File: src/rtl/dwu_pkg.sv
package dwu_pkg;
  typedef enum logic [1:0] {
    CMP_EXACT   = 2'd0,
    CMP_MASKED  = 2'd1,
    CMP_INSIDE  = 2'd2,
    CMP_OUTSIDE = 2'd3
  } cmp_mode_e;

  localparam logic [1:0] SEL_CMP_A = 2'd0;
  localparam logic [1:0] SEL_CMP_B = 2'd1;
  localparam logic [1:0] SEL_CTRL  = 2'd2;

  localparam int CTRL_LINK_A_BIT = 2;
  localparam int CTRL_LINK_B_BIT = 3;

  typedef struct packed {
    cmp_mode_e mode;
    logic      link_a;
    logic      link_b;
  } watch_ctrl_t;
endpackage

File: src/rtl/dwu_cfg_regs.sv
module dwu_cfg_regs
  import dwu_pkg::*;
#(
  parameter int AW = 32
) (
  input  logic          clk,
  input  logic          rst,
  input  logic          we,
  input  logic [1:0]    sel,
  input  logic [AW-1:0] wdata,
  output logic [AW-1:0] cmp_a,
  output logic [AW-1:0] cmp_b,
  output watch_ctrl_t   ctrl
);
  // Write enables, one per target register
  logic [2:0] hit;
  assign hit[0] = we && (sel == SEL_CMP_A);
  assign hit[1] = we && (sel == SEL_CMP_B);
  assign hit[2] = we && (sel == SEL_CTRL);

  logic [AW-1:0] val_q [2];

  for (genvar g = 0; g < 2; g++) begin : g_cmp_reg
    always_ff @(posedge clk) begin
      if (rst) begin
        val_q[g] <= '0;
      end else if (hit[g]) begin
        val_q[g] <= wdata;
      end
    end
  end

  always_ff @(posedge clk) begin
    if (rst) begin
      ctrl.mode   <= CMP_EXACT;
      ctrl.link_a <= 1'b0;
      ctrl.link_b <= 1'b0;
    end else if (hit[2]) begin
      ctrl.mode   <= cmp_mode_e'(wdata[1:0]);
      ctrl.link_a <= wdata[CTRL_LINK_A_BIT];
      ctrl.link_b <= wdata[CTRL_LINK_B_BIT];
    end
  end

  assign cmp_a = val_q[0];
  assign cmp_b = val_q[1];
endmodule

File: src/rtl/dwu_addr_match.sv
module dwu_addr_match
  import dwu_pkg::*;
#(
  parameter int AW = 32
) (
  input  logic [AW-1:0] addr,
  input  logic [AW-1:0] cmp_a,
  input  logic [AW-1:0] cmp_b,
  input  cmp_mode_e     mode,
  output logic          raw_a,
  output logic          raw_b
);
  logic [AW-1:0] ref_val [2];
  logic [1:0]    eq;

  assign ref_val[0] = cmp_a;
  assign ref_val[1] = cmp_b;

  for (genvar g = 0; g < 2; g++) begin : g_eq
    assign eq[g] = (addr == ref_val[g]);
  end

  logic masked_eq;
  logic at_or_above_a;
  logic below_b;

  assign masked_eq     = ((addr & cmp_b) == (cmp_a & cmp_b));
  assign at_or_above_a = (addr >= cmp_a);
  assign below_b       = (addr < cmp_b);

  always_comb begin
    raw_a = 1'b0;
    raw_b = 1'b0;
    unique case (mode)
      CMP_EXACT: begin
        raw_a = eq[0];
        raw_b = eq[1];
      end
      CMP_MASKED:  raw_a = masked_eq;
      CMP_INSIDE:  raw_a = at_or_above_a && below_b;
      CMP_OUTSIDE: raw_a = !at_or_above_a || !below_b;
      default: begin
        raw_a = 1'b0;
        raw_b = 1'b0;
      end
    endcase
  end
endmodule

File: src/rtl/dwu_event_gate.sv
module dwu_event_gate
  import dwu_pkg::*;
(
  input  logic        clk,
  input  logic        rst,
  input  logic        take,
  input  logic        raw_a,
  input  logic        raw_b,
  input  logic        qual_a,
  input  logic        qual_b,
  input  logic        ievt1,
  input  logic        ievt3,
  input  watch_ctrl_t ctrl,
  output logic        dev_a,
  output logic        dev_b,
  output logic        inst1_status,
  output logic        inst3_status
);
  // Link B only counts while the pair works as two exact watches
  logic link_b_live;
  assign link_b_live = ctrl.link_b && (ctrl.mode == CMP_EXACT);

  logic nxt_a, nxt_b, nxt_s1, nxt_s3;
  assign nxt_a  = take && qual_a && raw_a && (!ctrl.link_a || ievt1);
  assign nxt_b  = take && qual_b && raw_b && (!link_b_live || ievt3);
  assign nxt_s1 = take && ievt1 && !ctrl.link_a;
  assign nxt_s3 = take && ievt3 && !link_b_live;

  always_ff @(posedge clk) begin
    if (rst) begin
      dev_a        <= 1'b0;
      dev_b        <= 1'b0;
      inst1_status <= 1'b0;
      inst3_status <= 1'b0;
    end else begin
      dev_a        <= nxt_a;
      dev_b        <= nxt_b;
      inst1_status <= nxt_s1;
      inst3_status <= nxt_s3;
    end
  end
endmodule

File: src/rtl/data_watch_unit.sv
module data_watch_unit
  import dwu_pkg::*;
#(
  parameter int AW = 32
) (
  input  logic          clk,
  input  logic          rst,
  input  logic          cfg_we,
  input  logic [1:0]    cfg_sel,
  input  logic [AW-1:0] cfg_wdata,
  input  logic          acc_valid,
  output logic          acc_ready,
  input  logic [AW-1:0] acc_addr,
  input  logic          qual_a,
  input  logic          qual_b,
  input  logic          ievt1,
  input  logic          ievt3,
  output logic          dev_a,
  output logic          dev_b,
  output logic          inst1_status,
  output logic          inst3_status
);
  logic [AW-1:0] cmp_a, cmp_b;
  watch_ctrl_t   ctrl;
  logic          raw_a, raw_b;
  logic          ready_q;

  always_ff @(posedge clk) begin
    if (rst) ready_q <= 1'b0;
    else     ready_q <= 1'b1;
  end
  assign acc_ready = ready_q;

  dwu_cfg_regs #(.AW(AW)) u_cfg (
    .clk   (clk),
    .rst   (rst),
    .we    (cfg_we),
    .sel   (cfg_sel),
    .wdata (cfg_wdata),
    .cmp_a (cmp_a),
    .cmp_b (cmp_b),
    .ctrl  (ctrl)
  );

  dwu_addr_match #(.AW(AW)) u_match (
    .addr  (acc_addr),
    .cmp_a (cmp_a),
    .cmp_b (cmp_b),
    .mode  (ctrl.mode),
    .raw_a (raw_a),
    .raw_b (raw_b)
  );

  dwu_event_gate u_gate (
    .clk          (clk),
    .rst          (rst),
    .take         (acc_valid),
    .raw_a        (raw_a),
    .raw_b        (raw_b),
    .qual_a       (qual_a),
    .qual_b       (qual_b),
    .ievt1        (ievt1),
    .ievt3        (ievt3),
    .ctrl         (ctrl),
    .dev_a        (dev_a),
    .dev_b        (dev_b),
    .inst1_status (inst1_status),
    .inst3_status (inst3_status)
  );
endmodule

File: config.mk
export PLATFORM = sky130hd
export DESIGN_NAME = data_watch_unit
export DESIGN_NICKNAME = d
export VERILOG_FILES = /design/src/rtl/dwu_pkg.sv /design/src/rtl/dwu_cfg_regs.sv /design/src/rtl/dwu_addr_match.sv /design/src/rtl/dwu_event_gate.sv /design/src/rtl/data_watch_unit.sv
export SDC_FILE = /design/constraint.sdc
export NUM_CORES = 1
export LEC_CHECK = 0
export ABC_AREA = 1
export BUFFER_PORTS_ARGS = -buffer_cell sky130_fd_sc_hd__buf_2
export CAP_MARGIN = 20
export CORE_MARGIN = 8
export CORE_UTILIZATION = 63
export CTS_CLUSTER_SIZE = 20
export DETAILED_ROUTE_END_ITERATION = 6
export PLACE_DENSITY = 0.95
export SYNTH_ARGS = -nofsm -noshare
export SYNTH_HDL_FRONTEND = slang
export SYNTH_HIERARCHICAL = 1
export SYNTH_SLANG_ARGS = --single-unit
File: constraint.sdc
create_clock -name clk -period 3.75 [get_ports clk]
set_input_delay 0 -clock clk [delete_from_list [all_inputs] [get_ports clk]]
set_output_delay 0 -clock clk [all_outputs]
set_load 0.1 [all_outputs]
# Yosys cells after proc, flatten, opt, wreduce, memory -nomap -nowiden
# Memory sizes are Yosys's and may differ from the RTL's.
# Index checks and enable logic that the tools add are counted.
# W data, S select, Z words.
classes:
  order_cmp: 2
  eq_ne: 8
  mux: 13
  n_bitwise: 4
  n_reduce_logical: 24
op_table:
  columns: ["op", "n"]
  rows:
  - ["$eq A32 B32 Y1", 3]
  - ["$and A32 B32 Y32", 2]
  - ["$mux W32", 2]
  - ["$ge A32 B32 Y1", 1]
  - ["$lt A32 B32 Y1", 1]
  - ["$logic_and A1 B1 Y1", 15]
  - ["$mux W1", 10]
  - ["$eq A2 B2 Y1 const B", 3]
  - ["$eq A2 B1 Y1 const B", 2]
  - ["$logic_not A1 Y1", 4]
  - ["$logic_not A2 Y1", 2]
  - ["$pmux W1 S4", 1]
  - ["$logic_or A1 B1 Y1", 3]
  - ["$or A1 B1 Y1", 2]
totals:
  register_bits: 9
  ram_bits: 64
  inputBits: 74
  output_inout_bits: 5
  wordCells: 60
  memories: 1
memory_table:
  columns: ["name", "words", "width", "read_ports", "rd_ports_with_merged_regs", "write_ports", "line", "text"]
  rows:
  - ["u_cfg.val_q", 2, 32, 2, 0, 2, "dwu_cfg_regs.sv:21", "logic [AW-1:0] val_q [2];"]

# Longest topological paths before layout
# Gate-level depths: netlist (run 1).
logic_depth:
  word_depth: 6
  ltp_mapped: 17
  depth_no_buf: 17

# Hierarchy
# Netlist (run 1), hierarchy kept.
by_module_without_submodules:
  columns: ["mod", "instances", "cells_per_inst", "area_each_um2"]
  rows:
  - ["dwu_addr_match", 1, 483, 2902.8]
  - ["dwu_cfg_regs", 1, 200, 2513.7]
  - ["dwu_event_gate", 1, 20, 151.4]
  - ["data_watch_unit", 1, 2, 23.8]

# Least setup slack after synthesis (run 1)
# OpenSTA, ideal clock, no wires.
synth_path:
  kind: "reg2reg"
  startpoint: "mem u_cfg.val_q[1][31]"
  endpoint: "reg u_gate.dev_a"
  setup_ps: 112
  t_arrival_ps: 1541
  setup_slack_ps: 2096
  path_stages_with_launch: 16
  path_buffers: 0
  path_cell_list: "edfxtp_1 -> inv_1 -> ha_1 -> nand2_1 -> inv_2 -> nand3_2 -> nor2_2 -> nand2_1 -> nor2_1 -> nand2_1 -> nand3_1 -> nor2_2 -> nand3_1 -> nand3_2 -> nand3_1 -> nor2_1"
synth_rtl:
  columns: ["item", "line", "text"]
  rows:
  - ["from (decl)", "dwu_cfg_regs.sv:21", null]
  - ["to (signal assigned)", "dwu_event_gate.sv:36", "dev_a <= nxt_a;"]
  - ["to (decl)", "dwu_event_gate.sv:14", "output logic dev_a,"]

==> results of run 1 <==
[power by group through the flow]
stage	logic, mW	clock network [mW]	registers [mW]
after floorplan	0.278	0	1.01
after CTS	0.464	0.597	0.993
after detailed placement	0.428	0	1.01
after global routing	0.534	0.628	1.00
final	0.479	0.597	0.995
after global placement	0.398	0	1.00
[worst register-to-register path: cells and delay by family, from the launching register on]
kind / cells / cell delay, ns
AO/OA/AOI/OAI: 1 / 0.12
buffers and inverters: 2 / 0.61
AND/OR/NAND/NOR: 12 / 1.11
adder cells (fa/ha/maj): 1 / 0.31
flip-flops: 1 / 0.37
[layer usage]
layer	routed length (um)	up-vias	global-route usage [%]
met5	0	-	0
met4	522	0	12.6
met3	1300	61	4.71
met2	7490	289	45.3
met1	5470	2349	25.9
li1	-	2460	-
[synth_stat cells (6+ instances only)]
master / instances
nor2_1: 98
dfxtp_1: 9
buf_2: 6
nand3_1: 42
inv_1: 145
nand3b_1: 9
edfxtp_1: 64
ha_1: 96
nand4_1: 7
nand2_1: 157
nor2_2: 6
a21oi_1: 29
[kinds of logic (layout without fill, tap and decap cells)]
group	Yosys count	after routing	synth area share [%]
adder cells (fa/ha/maj)	96	96	21.5
AO/OA/AOI/OAI	44	44	4.21
XOR/XNOR	2	2	0.313
AND/OR/NAND/NOR	335	335	25.9
flip-flops	73	73	37.6
buffers and inverters	155	279	10.5
[state kept, by name, indices dropped and copies added, names as in the netlist]
| register | cells |
|---|---|
| u_gate/dev_b | 1 |
| u_gate/inst1_status | 1 |
| u_gate/dev_a | 1 |
| u_gate/inst3_status | 1 |
| acc_ready | 1 |
| u_cfg/val_q | 64 |
| u_cfg/ctrl | 4 |
[worst max-delay path by stage]
stage | startpoint | to | slack [ns]
floorplan | u_cfg/val_q[1][31]$_SDFFCE_PN0P_ | u_gate/dev_a$_SDFF_PP0_ | 2.10
global placement | u_cfg/val_q[1][19]$_SDFFCE_PN0P_ | u_gate/dev_a$_SDFF_PP0_ | 1.97
detailed placement | u_cfg/val_q[0][27]$_SDFFCE_PN0P_ | u_gate/dev_a$_SDFF_PP0_ | 1.83
CTS | u_cfg/val_q[0][27]$_SDFFCE_PN0P_ | u_gate/dev_a$_SDFF_PP0_ | 1.21
global route | u_cfg/val_q[1][31]$_SDFFCE_PN0P_ | u_gate/dev_a$_SDFF_PP0_ | 0.97
finish | u_cfg/val_q[0][27]$_SDFFCE_PN0P_ | u_gate/dev_a$_SDFF_PP0_ | 1.13
[through the flow]
step / instances / util [%]
3_5_place_dp: 887 / 70.4
5_1_grt: 937 / 76.4
2_1_floorplan: 705 / -
3_3_place_gp: 887 / 70.4
6_report: 937 / 76.4
4_1_cts: 937 / 76.4
[final cells by class]
cell class                      count  area [sq um]
Timing Repair Buffer              114           746
Tap cell                          108           135
Clock buffer                       13           139
Multi-Input combinational cell    477          2910
Clock inverter                      3          42.5
Fill cell                         579          2050
Inverter                          149           559
Sequential cell                    73          2100
[what timing repair did]
item | CTS | global route
hold buffers | 34 | 0
hold endpoints to repair | 56 | 0
setup endpoints to repair | 0 | 0
==> impl_results.md, run 1 <==
* Vias in the first global route at 5339
* DRT Pass-1 Iters at 5
* Worst Skew at 0.00923 ns
* Async SR Flop Fraction at 0%
* Crit. End Element: flip-flop
* Max incr delay on CP at ~0.55 ns
* Clock tree sinks at 73
* Setup CP Type: reg -> reg
* Setup_tns at 0 ns
* Cell at the root of the clock tree: clkbuf_8
* GRT Util Overall at 24.5%
* Area growth syn-to-layout at 18.6%
* Dpl ws at 1.83 ns
* WHS Endpoint: u_cfg/val_q[0][14]$_SDFFCE_PN0P_
* Setup violators final at 0
* Post-Syn Instances at 705
* # nets final at 994
* Relative slew slack at between 30% and 40%
* Via count at 5159
* Most common cell after layout, fill and taps aside: nand2_1
* CP cell instances: inv_1 > ha_1 > nand2_1 > nor2_2 > nand3_2 > nor2_4 > nand2_1 > o21ai_1 > nor2_1 > nand2_2 > nand2_1 > nand2_1 > nand3_2 > nand3_1 > nor2_1 > dlygate4sd3_1
* Area after DPL at 6110 sq um
* WHS Path Cells at 3
* Crit path max fanout at 3
* Fmax at 0.381 GHz
* Die H at about 110 um
* Mapped Nets at 875
* Sequential fraction of the synthesis area at 37.6%
* Yosys synthesis warning count at 6
* Number of I/O pins at ~80
* Clk Latency, worst-skew pair at 0.35 ns
* Psw at 0.626 mW
* Largest net degree at the start of global routing at 33
* Leakage at 3.47 nW
* Slew @ Worst Pin at slightly above 0.9 ns
* Worst-path clk slew at around 0.08 ns
* Final slew viol count at 0
* Int Pwr at 1.45 mW
* Antenna Nets Post-Route at 0
* TritonCTS buffer count at 9
* Yosys reg bits at 73
* Vias per cell at 5.51
* HP Start: cfg_wdata[14]
* Main synth FF type: edfxtp_1
* Hpwl dp at slightly above 10000 um
* Initial antenna violation count at 0
* Die area at 12100 sq um
* Reg power frac at 48.0%
* Comb pwr share at 23.1%
* Synth area leader: edfxtp_1
* Crit share post-route at 69.9%
* Row count at 34
* Post-CTS Setup Inserts at 0
* Post-synth EDFFs at 64
* Placeable core region at just under 9000 sq um
* Clk pwr share at 28.8%
* Synth area leaders: edfxtp_1 34%, ha_1 21%, nand2_1 11%, inv_1 9.7%, nor2_1 6.6%
* PnR worst setup slack at about 1.1 ns
* Status: finished, violations left
* Slowest-stage cell, CP: dlygate4sd3_1
* Crit path max-delay family: simple AND/OR/NAND/NOR gates
* CTS tree: yes
* Period minus WS final at 2.62 ns
* Yosys cell types at 29
* Port Buf Inserts at 78
* Startpoint types: flip-flop
* DRC Markers at 0
* Crit path depth at 16
* Synth top area share at 34.4%
* Detailed Route WL at 14800 um
* RSZ-0062 raised after global routing: false
* Max Cap Viol at 0
* CP dominant cell by count: nand2_1
* Hold Fails Final Rpt at 1
* Crit path DAT at 2.85 ns
* Hold crit path type: in -> reg
* Critical path buffers and inverters at 2
* First-pass GRT wire length at 23600 um
* Data required time of the worst path at roughly 4.0 ns
* Clk buf depth at 2
* Pwr dens at between 300 and 400 nW/um^2
* Total gr overflow at 0
* Hold Slack at -0.00159 ns
* RR Startpoint: u_cfg/val_q[0][27]$_SDFFCE_PN0P_
* Synth Cell Area at between 5000 and 6000 sq um
* Initial Util at around 64%
* H-tree depth at 3
* Flop2flop setup slack at 1.13 ns
* Net Sw Frac at 30.2%
* Violated checks: negative hold slack
* Die W at 110 um
* Final Power at 2.07 mW
* Maximum VDD drop at 261 uV
* Initial DRC count at 413
* Syn_area_per_cell at 7.93 sq um
* Fraction of layout cells with a size suffix above 1 at 13.8%
* Final Wtd Congestion at 0.909
* Commonest non-fill, non-tap cells in the layout: 155 x nand2_1, 145 x inv_1, 98 x nor2_1, 96 x ha_1, 78 x buf_2
* Worst Reg-to-Reg Cells at 16
* Drt wl/cell at around 16 um
* PostCTS Resize Cnt at 0
* Worst reg2reg path endpoint: u_gate/dev_a$_SDFF_PP0_
* Post-route cell area at 6630 sq um
* Number of diodes at 0
Power figures use the tool's default switching activity.
==> inputs of run 2 (changes only) <==
--- a/config.mk
+++ b/config.mk
@@ -5,14 +5,14 @@
 export SDC_FILE = /design/constraint.sdc
 export NUM_CORES = 1
 export LEC_CHECK = 0
-export ABC_AREA = 1
+export ABC_AREA = 0
 export BUFFER_PORTS_ARGS = -buffer_cell sky130_fd_sc_hd__buf_2
 export CAP_MARGIN = 20
 export CORE_MARGIN = 8
-export CORE_UTILIZATION = 63
+export CORE_UTILIZATION = 53
 export CTS_CLUSTER_SIZE = 20
 export DETAILED_ROUTE_END_ITERATION = 6
-export PLACE_DENSITY = 0.95
+export PLACE_DENSITY = 0.88
 export SYNTH_ARGS = -nofsm -noshare
 export SYNTH_HDL_FRONTEND = slang
 export SYNTH_HIERARCHICAL = 1
==> constraint.sdc (replaced) <==
create_clock -name clk -period 2.15 [get_ports clk]
set_input_delay 0 -clock clk [delete_from_list [all_inputs] [get_ports clk]]
set_output_delay 0 -clock clk [all_outputs]
set_load 0.1 [all_outputs]
==> run 2 against run 1 <==
  * The run ends with negative setup slack left
  * Register-to-register slack lost 2.0 ns
  * Wire length grew 2.7%
  * Combinational power grew 99%
  * Clock power grew 100%
  * Maximum frequency shrank 12%
  * Largest cell class unchanged
==> impl_results.md, run 2 <==
* Fmax at 0.335 GHz (was 0.381 GHz)
* Finished Core Util at 69.8% (was 76.4%)
* Placeable core region at 9820 sq um (was 8680 sq um)
* Yosys cell types at 47 (was 29)
* Row count at 36 (was 34)
* Maximum VDD drop at 428 uV (was 261 uV)
* Most common cell after layout, fill and taps aside: ha_1 (was nand2_1)
* Leakage at 3.34 nW (was 3.47 nW)
* Worst Setup EP: u_gate/dev_a$_SDFF_PP0_ (unchanged)
* Worst Skew at 0.0209 ns (was 0.00923 ns)
* Crit share post-route at 139% (was 69.9%)
* Largest registers: u_cfg/val_q x64, u_cfg/ctrl x4 (unchanged)
* Synth area leader: edfxtp_1 (unchanged)
* Number of I/O pins at 79 (unchanged)
* Die H at 117 um (was 110 um)
* Worst Reg-to-Reg Cells at 11 (was 16)
* Yosys synthesis warning count at 6 (unchanged)
* RSZ-0062 raised after global routing: true (was false)
* Antenna Nets Post-Route at 0 (unchanged)
* Pwr dens at 564 nW/um^2 (was 313 nW/um^2)
* Crit path launch: u_cfg/val_q[0][13]$_SDFFCE_PN0P_ (was u_cfg/val_q[0][27]$_SDFFCE_PN0P_)
* Mapped Nets at 691 (was 875)
* Initial DRC count at 360 (was 413)
* Setup violators final at 1 (was 0)
* Clock tree sinks at 73 (unchanged)
* Max Cap Viol at 0 (unchanged)
* Post-Syn Instances at 521 (was 705)
* Total gr overflow at 0 (unchanged)
* Clk Latency, worst-skew pair at 0.37 ns (was 0.35 ns)
* Data required time of the worst path at 2.45 ns (was 3.98 ns)
* Top reg by flops: u_cfg/val_q (unchanged)
* Crit. End Element: flip-flop (unchanged)
* H-tree depth at 3 (unchanged)
* Startpoint types: flip-flop (unchanged)
* DRC Markers at 0 (unchanged)
* Detailed Route WL at 15200 um (was 14800 um)
* Area of the multi-input gates at 3030 sq um (was 2910 sq um)
* Worst-path clk slew at 0.10 ns (was 0.08 ns)
* Post-synth EDFFs at 64 (unchanged)
* Via count at 4637 (was 5159)
* RR Startpoint: u_cfg/val_q[0][13]$_SDFFCE_PN0P_ (was u_cfg/val_q[0][27]$_SDFFCE_PN0P_)
* Synth area leaders: edfxtp_1 36%, ha_1 22%, and3_1 6.7%, xnor2_1 5.2%, inv_1 4.7% (was edfxtp_1 34%, ha_1 21%, nand2_1 11%, inv_1 9.7%, nor2_1 6.6%)
* Hold Fails Final Rpt at 0 (was 1)
* CTS tree: yes (unchanged)
* Vias in the first global route at 4963 (was 5339)
* Yosys reg bits at 73 (unchanged)
* Most instantiated library cell after synthesis: ha_1 (was nand2_1)
* GRT Util Overall at 22.3% (was 24.5%)
* Clk buf depth at 2 (unchanged)
* Flop2flop setup slack at -0.84 ns (was 1.13 ns)
* Violated checks: negative setup slack (was negative hold slack)
* Crit path max fanout at 2 (was 3)
* # nets final at 847 (was 994)
* Cell at the root of the clock tree: clkbuf_8 (unchanged)
* Hold Slack at 0.161 ns (was -0.00159 ns)
* DRT Pass-1 Iters at 5 (unchanged)
* Relative slew slack at 61.2% (was 39.4%)
* Port Buf Inserts at 78 (unchanged)
* Die W at 117 um (was 110 um)
* Dpl ws at -0.657 ns (was 1.83 ns)
* Worst reg2reg path endpoint: u_gate/dev_a$_SDFF_PP0_ (unchanged)
* Fraction of layout cells with a size suffix above 1 at 22.7% (was 13.8%)
* Status: finished, violations left (unchanged)
* Async SR Flop Fraction at 0% (unchanged)
* Fillers at 706 (was 579)
* Period minus WS final at 2.99 ns (was 2.62 ns)
* Commonest non-fill, non-tap cells in the layout: 91 x ha_1, 78 x buf_2, 67 x inv_1, 64 x edfxtp_1, 58 x and3_1 (was 155 x nand2_1, 145 x inv_1, 98 x nor2_1, 96 x ha_1, 78 x buf_2)
* FF/Latch Area at 2100 sq um (unchanged)
* Setup CP Type: reg -> reg (unchanged)
* Initial Util at 54.8% (was 64.4%)
* TritonCTS buffer count at 9 (unchanged)
* Drt wl/cell at 18.6 um (was 15.8 um)
* Initial antenna violation count at 0 (unchanged)
* Synth top area share at 35.7% (was 34.4%)
* First-pass GRT wire length at 23400 um (was 23600 um)
* Hpwl dp at 10200 um (was 10100 um)
* PnR worst setup slack at -0.839 ns (was 1.13 ns)
* Die area at 13600 sq um (was 12100 sq um)
* Crit path DAT at 3.28 ns (was 2.85 ns)
* Largest net degree at the start of global routing at 57 (was 33)
* Final slew viol count at 0 (unchanged)
* Final Wtd Congestion at 0.919 (was 0.909)
* Synth top cells by count: 96 x ha_1, 67 x inv_1, 64 x edfxtp_1 (was 157 x nand2_1, 145 x inv_1, 98 x nor2_1)
* Max reg flops at 64 (unchanged)
* Main synth FF type: edfxtp_1 (unchanged)
* Sequential fraction of the synthesis area at 39.1% (was 37.6%)
* Synth Cell Area at 5380 sq um (was 5590 sq um)
* Area growth syn-to-layout at 27.4% (was 18.6%)
* Slew @ Worst Pin at 0.577 ns (was 0.905 ns)
* Number of diodes at 0 (unchanged)
* Syn_area_per_cell at 10.3 sq um (was 7.93 sq um)
* Hold crit path type: in -> reg (unchanged)
* Vias per cell at 5.69 (was 5.51)
[run 2: cell type report]
| cell class | instances | share of cell area (%) |
|---|---|---|
| clock buffer | 10 | 1.86 |
| timing repair buffer | 159 | 16.0 |
| clock inverter | 6 | 1.21 |
| sequential | 73 | 30.7 |
| tap | 133 | 2.43 |
| multi-input combinational | 367 | 44.2 |
| inverter | 67 | 3.67 |
[run 2: worst max-delay path, stage by stage, from the launching register on]
cell,delay (ns)
edfxtp_1,0.35
inv_1,0.08
ha_4,0.27
nand4_2,0.12
or4_4,0.51
or4_4,0.49
o211ai_1,0.19
a2111oi_4,0.15
a211o_1,0.26
o211ai_1,0.14
nand4b_1,0.17
a21oi_1,0.17
[run 2: cell families after synthesis]
kind of cell               share of synthesized area, %
and+or+nand+nor                                    19.5
AOI/OAI and AO/OA                                  6.40
muxes                                             0.745
buffers and inverters                              6.68
DFF                                                39.1
adders and majority gates                          22.3
xor gates and xnor gates                           5.21
[run 2: worst min-delay path by stage]
stage	start	to	slack, ns	depth (start not counted)
floorplan	rst	acc_ready$_DFF_P_	0.06	1
global placement	ievt1	u_gate/dev_a$_SDFF_PP0_	0.25	3
detailed placement	ievt1	u_gate/dev_a$_SDFF_PP0_	0.26	3
CTS	cfg_sel[0]	u_cfg/val_q[0][1]$_SDFFCE_PN0P_	0.15	3
global route	cfg_sel[0]	u_cfg/val_q[0][2]$_SDFFCE_PN0P_	0.17	3
finish	cfg_sel[0]	u_cfg/val_q[0][2]$_SDFFCE_PN0P_	0.16	3
[run 2: layer usage]
metal / track usage [%] / vias to the layer above / part of all wire (%)
met5: 0 / - / 0
met4: 10.7 / 0 / 3.6
met3: 3.83 / 51 / 6.9
met2: 41.3 / 222 / 51
met1: 24.2 / 2214 / 39
li1: - / 2150 / -
[run 2: per-stage QoR]
stage	cell area [sq um]	total power, mW	TNS (ns)	std cells
floorplan	5400	2.22	-0.343	521
global placement	6160	2.51	-0.557	760
detailed placement	6160	2.56	-0.722	760
CTS	6760	3.80	-0.652	814
global route	6850	4.02	-0.927	815
finish	6850	3.87	-0.839	815
[run 2: where the power goes]
| group | internal (mW) | leakage, nW | switching (mW) |
|---|---|---|---|
| logic | 0.438 | 2.53 | 0.515 |
| clock network | 0.649 | 0.106 | 0.562 |
| registers | 1.64 | 0.703 | 0.0621 |
[run 2: repair_timing]
action | CTS | global route
gates resized for setup | 3 | 8
endpoints found under the setup margin | 2 | 2
hold endpoints to repair | 73 | 0
hold buffers | 38 | 0
pin swaps | 5 | 3
buffers inserted | 0 | 1
==> inputs of run 3 (changes only) <==
--- a/config.mk
+++ b/config.mk
@@ -13,6 +13,7 @@
 export CTS_CLUSTER_SIZE = 20
 export DETAILED_ROUTE_END_ITERATION = 6
 export PLACE_DENSITY = 0.88
+export SETUP_SLACK_MARGIN = 0.05
 export SYNTH_ARGS = -nofsm -noshare
 export SYNTH_HDL_FRONTEND = slang
 export SYNTH_HIERARCHICAL = 1
==> run 3 against run 2 <==
  * The flow still finishes with violations (negative setup slack)
  * Die area is the same
  * Power grew 0.11%
  * Sequential share of layout area shrank 0.078 points
  * First-iteration DRC count shrank 8.3%
  * Combinational power grew 1%
  * Sequential power is essentially flat
  * Count of clock-buffer cells in the layout is the same
  * Critical endpoint unchanged
  * Largest power group unchanged
==> impl_results.md, run 3 (synthesized netlist as in run 2, its figures left out) <==
* Crit path max fanout at 2 (unchanged)
* Largest net degree at the start of global routing at 57 (unchanged)
* Cell at the root of the clock tree: clkbuf_8 (unchanged)
* Die area at 13600 sq um (unchanged)
* Detailed Route WL at 15400 um (was 15200 um)
* Top reg by flops: u_cfg/val_q (unchanged)
* Startpoint types: flip-flop (unchanged)
* CP cell instances: inv_1 > ha_4 > nand4_2 > or4_4 > or4_4 > o211ai_1 > a2111oi_4 > a211o_1 > o211ai_1 > nand4b_1 > a21oi_1 (unchanged)
* DRC Markers at 0 (unchanged)
* Violated checks: negative setup slack (unchanged)
* Maximum VDD drop at 426 uV (was 428 uV)
* Max reg flops at 64 (unchanged)
* Relative slew slack at 63.5% (was 61.2%)
* Clock tree sinks at 73 (unchanged)
* Vias in the first global route at 4963 (unchanged)
* Port Buf Inserts at 78 (unchanged)
* TritonCTS buffer count at 9 (unchanged)
* # nets final at 847 (unchanged)
* Drt wl/cell at 18.9 um (was 18.6 um)
* Antenna Nets Post-Route at 0 (unchanged)
* Fraction of layout cells with a size suffix above 1 at 23.0% (was 22.7%)
* Area of the multi-input gates at 3050 sq um (was 3030 sq um)
* Most common cell after layout, fill and taps aside: ha_1 (unchanged)
* Final slew viol count at 0 (unchanged)
* Data required time of the worst path at 2.45 ns (about the same)
* Max incr delay on CP at 0.51 ns (about the same)
* Number of I/O pins at 79 (unchanged)
* Row count at 36 (unchanged)
* GRT Util Overall at 22.3% (unchanged)
* Setup_tns at -0.747 ns (was -0.839 ns)
* Fmax at 0.345 GHz (was 0.335 GHz)
* Pwr dens at 564 nW/um^2 (about the same)
* Final Power at 3.87 mW (about the same)
* Setup CP Type: reg -> reg (unchanged)
* H-tree depth at 3 (unchanged)
* Die H at 117 um (unchanged)
* Slew @ Worst Pin at 0.543 ns (was 0.577 ns)
* Fillers at 697 (was 706)
* Die W at 117 um (unchanged)
* Period minus WS final at 2.90 ns (was 2.99 ns)
* Hold Fails Final Rpt at 0 (unchanged)
* Hpwl dp at 10200 um (unchanged)
* CTS tree: yes (unchanged)
* Area after DPL at 6160 sq um (unchanged)
* Worst-path clk slew at 0.09 ns (was 0.10 ns)
* Final Wtd Congestion at 0.919 (unchanged)
* Largest registers: u_cfg/val_q x64, u_cfg/ctrl x4 (unchanged)
* Crit. End Element: flip-flop (unchanged)
* Clk buf depth at 2 (unchanged)
* RSZ-0062 raised after global routing: true (unchanged)
* Initial antenna violation count at 0 (unchanged)
* Area growth syn-to-layout at 27.8% (was 27.4%)
* Status: finished, violations left (unchanged)
* Worst Skew at 0.0141 ns (was 0.0209 ns)
* First-pass GRT wire length at 23400 um (unchanged)
* DRT Pass-1 Iters at 5 (unchanged)
* Placeable core region at 9820 sq um (unchanged)
* Leakage at 3.34 nW (about the same)
* Commonest non-fill, non-tap cells in the layout: 90 x ha_1, 78 x buf_2, 67 x inv_1, 64 x edfxtp_1, 57 x and3_1 (was 91 x ha_1, 78 x buf_2, 67 x inv_1, 64 x edfxtp_1, 58 x and3_1)
* Crit share post-route at 135% (was 139%)
* Initial Util at 54.8% (unchanged)
* Max Cap Viol at 0 (unchanged)
* Initial DRC count at 330 (was 360)
* Via count at 4625 (was 4637)
* Hold crit path type: in -> reg (unchanged)
* Crit path DAT at 3.20 ns (was 3.28 ns)
* Post-route cell area at 6870 sq um (was 6850 sq um)
* Slowest-stage cell, CP: or4_4 (unchanged)
* Clk Latency, worst-skew pair at 0.36 ns (was 0.37 ns)
* Total gr overflow at 0 (unchanged)
* Vias per cell at 5.67 (was 5.69)
* FF/Latch Area at 2100 sq um (unchanged)
* Setup violators final at 1 (unchanged)
* PnR worst setup slack at -0.747 ns (was -0.839 ns)
* Number of diodes at 0 (unchanged)
## run 3: report_power, final
part           switching (mW)  internal, mW
Combinational           0.520         0.443
Clock                   0.557         0.648
Sequential             0.0616          1.64
## run 3: worst max-delay path: cells and delay by family, from the launching register on
| kind | cells | cell delay [ns] |
|---|---|---|
| flops | 1 | 0.35 |
| buf+inv | 1 | 0.08 |
| fa+ha+maj | 1 | 0.27 |
| simple gates | 4 | 1.27 |
| compound gates | 5 | 0.88 |
## run 3: final timing paths
kind / slack (ns) / cells past startpoint / start / to
worst min register to register: 0.48 / 1 / u_cfg/ctrl[1]$_SDFFE_PP0P_ / u_gate/dev_a$_SDFF_PP0_
worst min-delay path: 0.16 / 3 / cfg_sel[0] / u_cfg/val_q[0][0]$_SDFFCE_PN0P_
worst max-delay path: -0.75 / 11 / u_cfg/val_q[0][13]$_SDFFCE_PN0P_ / u_gate/dev_a$_SDFF_PP0_
worst max register to register: -0.75 / 11 / u_cfg/val_q[0][13]$_SDFFCE_PN0P_ / u_gate/dev_a$_SDFF_PP0_
## run 3: per-stage QoR
step	hold WS, ns	cells	util (%)	setup WS (ns)
final	0.163	815	70.0	-0.747
after global placement	0.255	760	62.7	-0.519
after global routing	0.168	815	70.0	-0.910
after floorplan	0.0565	521	-	-0.343
after CTS	0.147	814	68.9	-0.652
after detailed placement	0.262	760	62.7	-0.657
## run 3: final cells by class
class                           instances  area share [%]
Clock buffer                           10            1.86
Clock inverter                          6            1.20
Inverter                               67            3.66
Multi-Input combinational cell        367            44.3
Sequential cell                        73            30.6
Tap cell                              133            2.42
Timing Repair Buffer                  159            15.9
## run 3: routing by layer
layer / GRT usage (%) / wire, um / vias up
li1: - / - / 2152
met1: 24.2 / 5940 / 2190
met2: 41.3 / 7870 / 230
met3: 3.83 / 1010 / 53
met4: 10.7 / 551 / 0
met5: 0 / 0 / -
## run 3: what timing repair did
action	in CTS	in global routing
pin swaps	5	4
setup endpoints to repair	2	2
hold buffers	38	0
cloned	0	0
buffers inserted	0	1
gates resized for setup	3	10
hold endpoints to repair	73	0
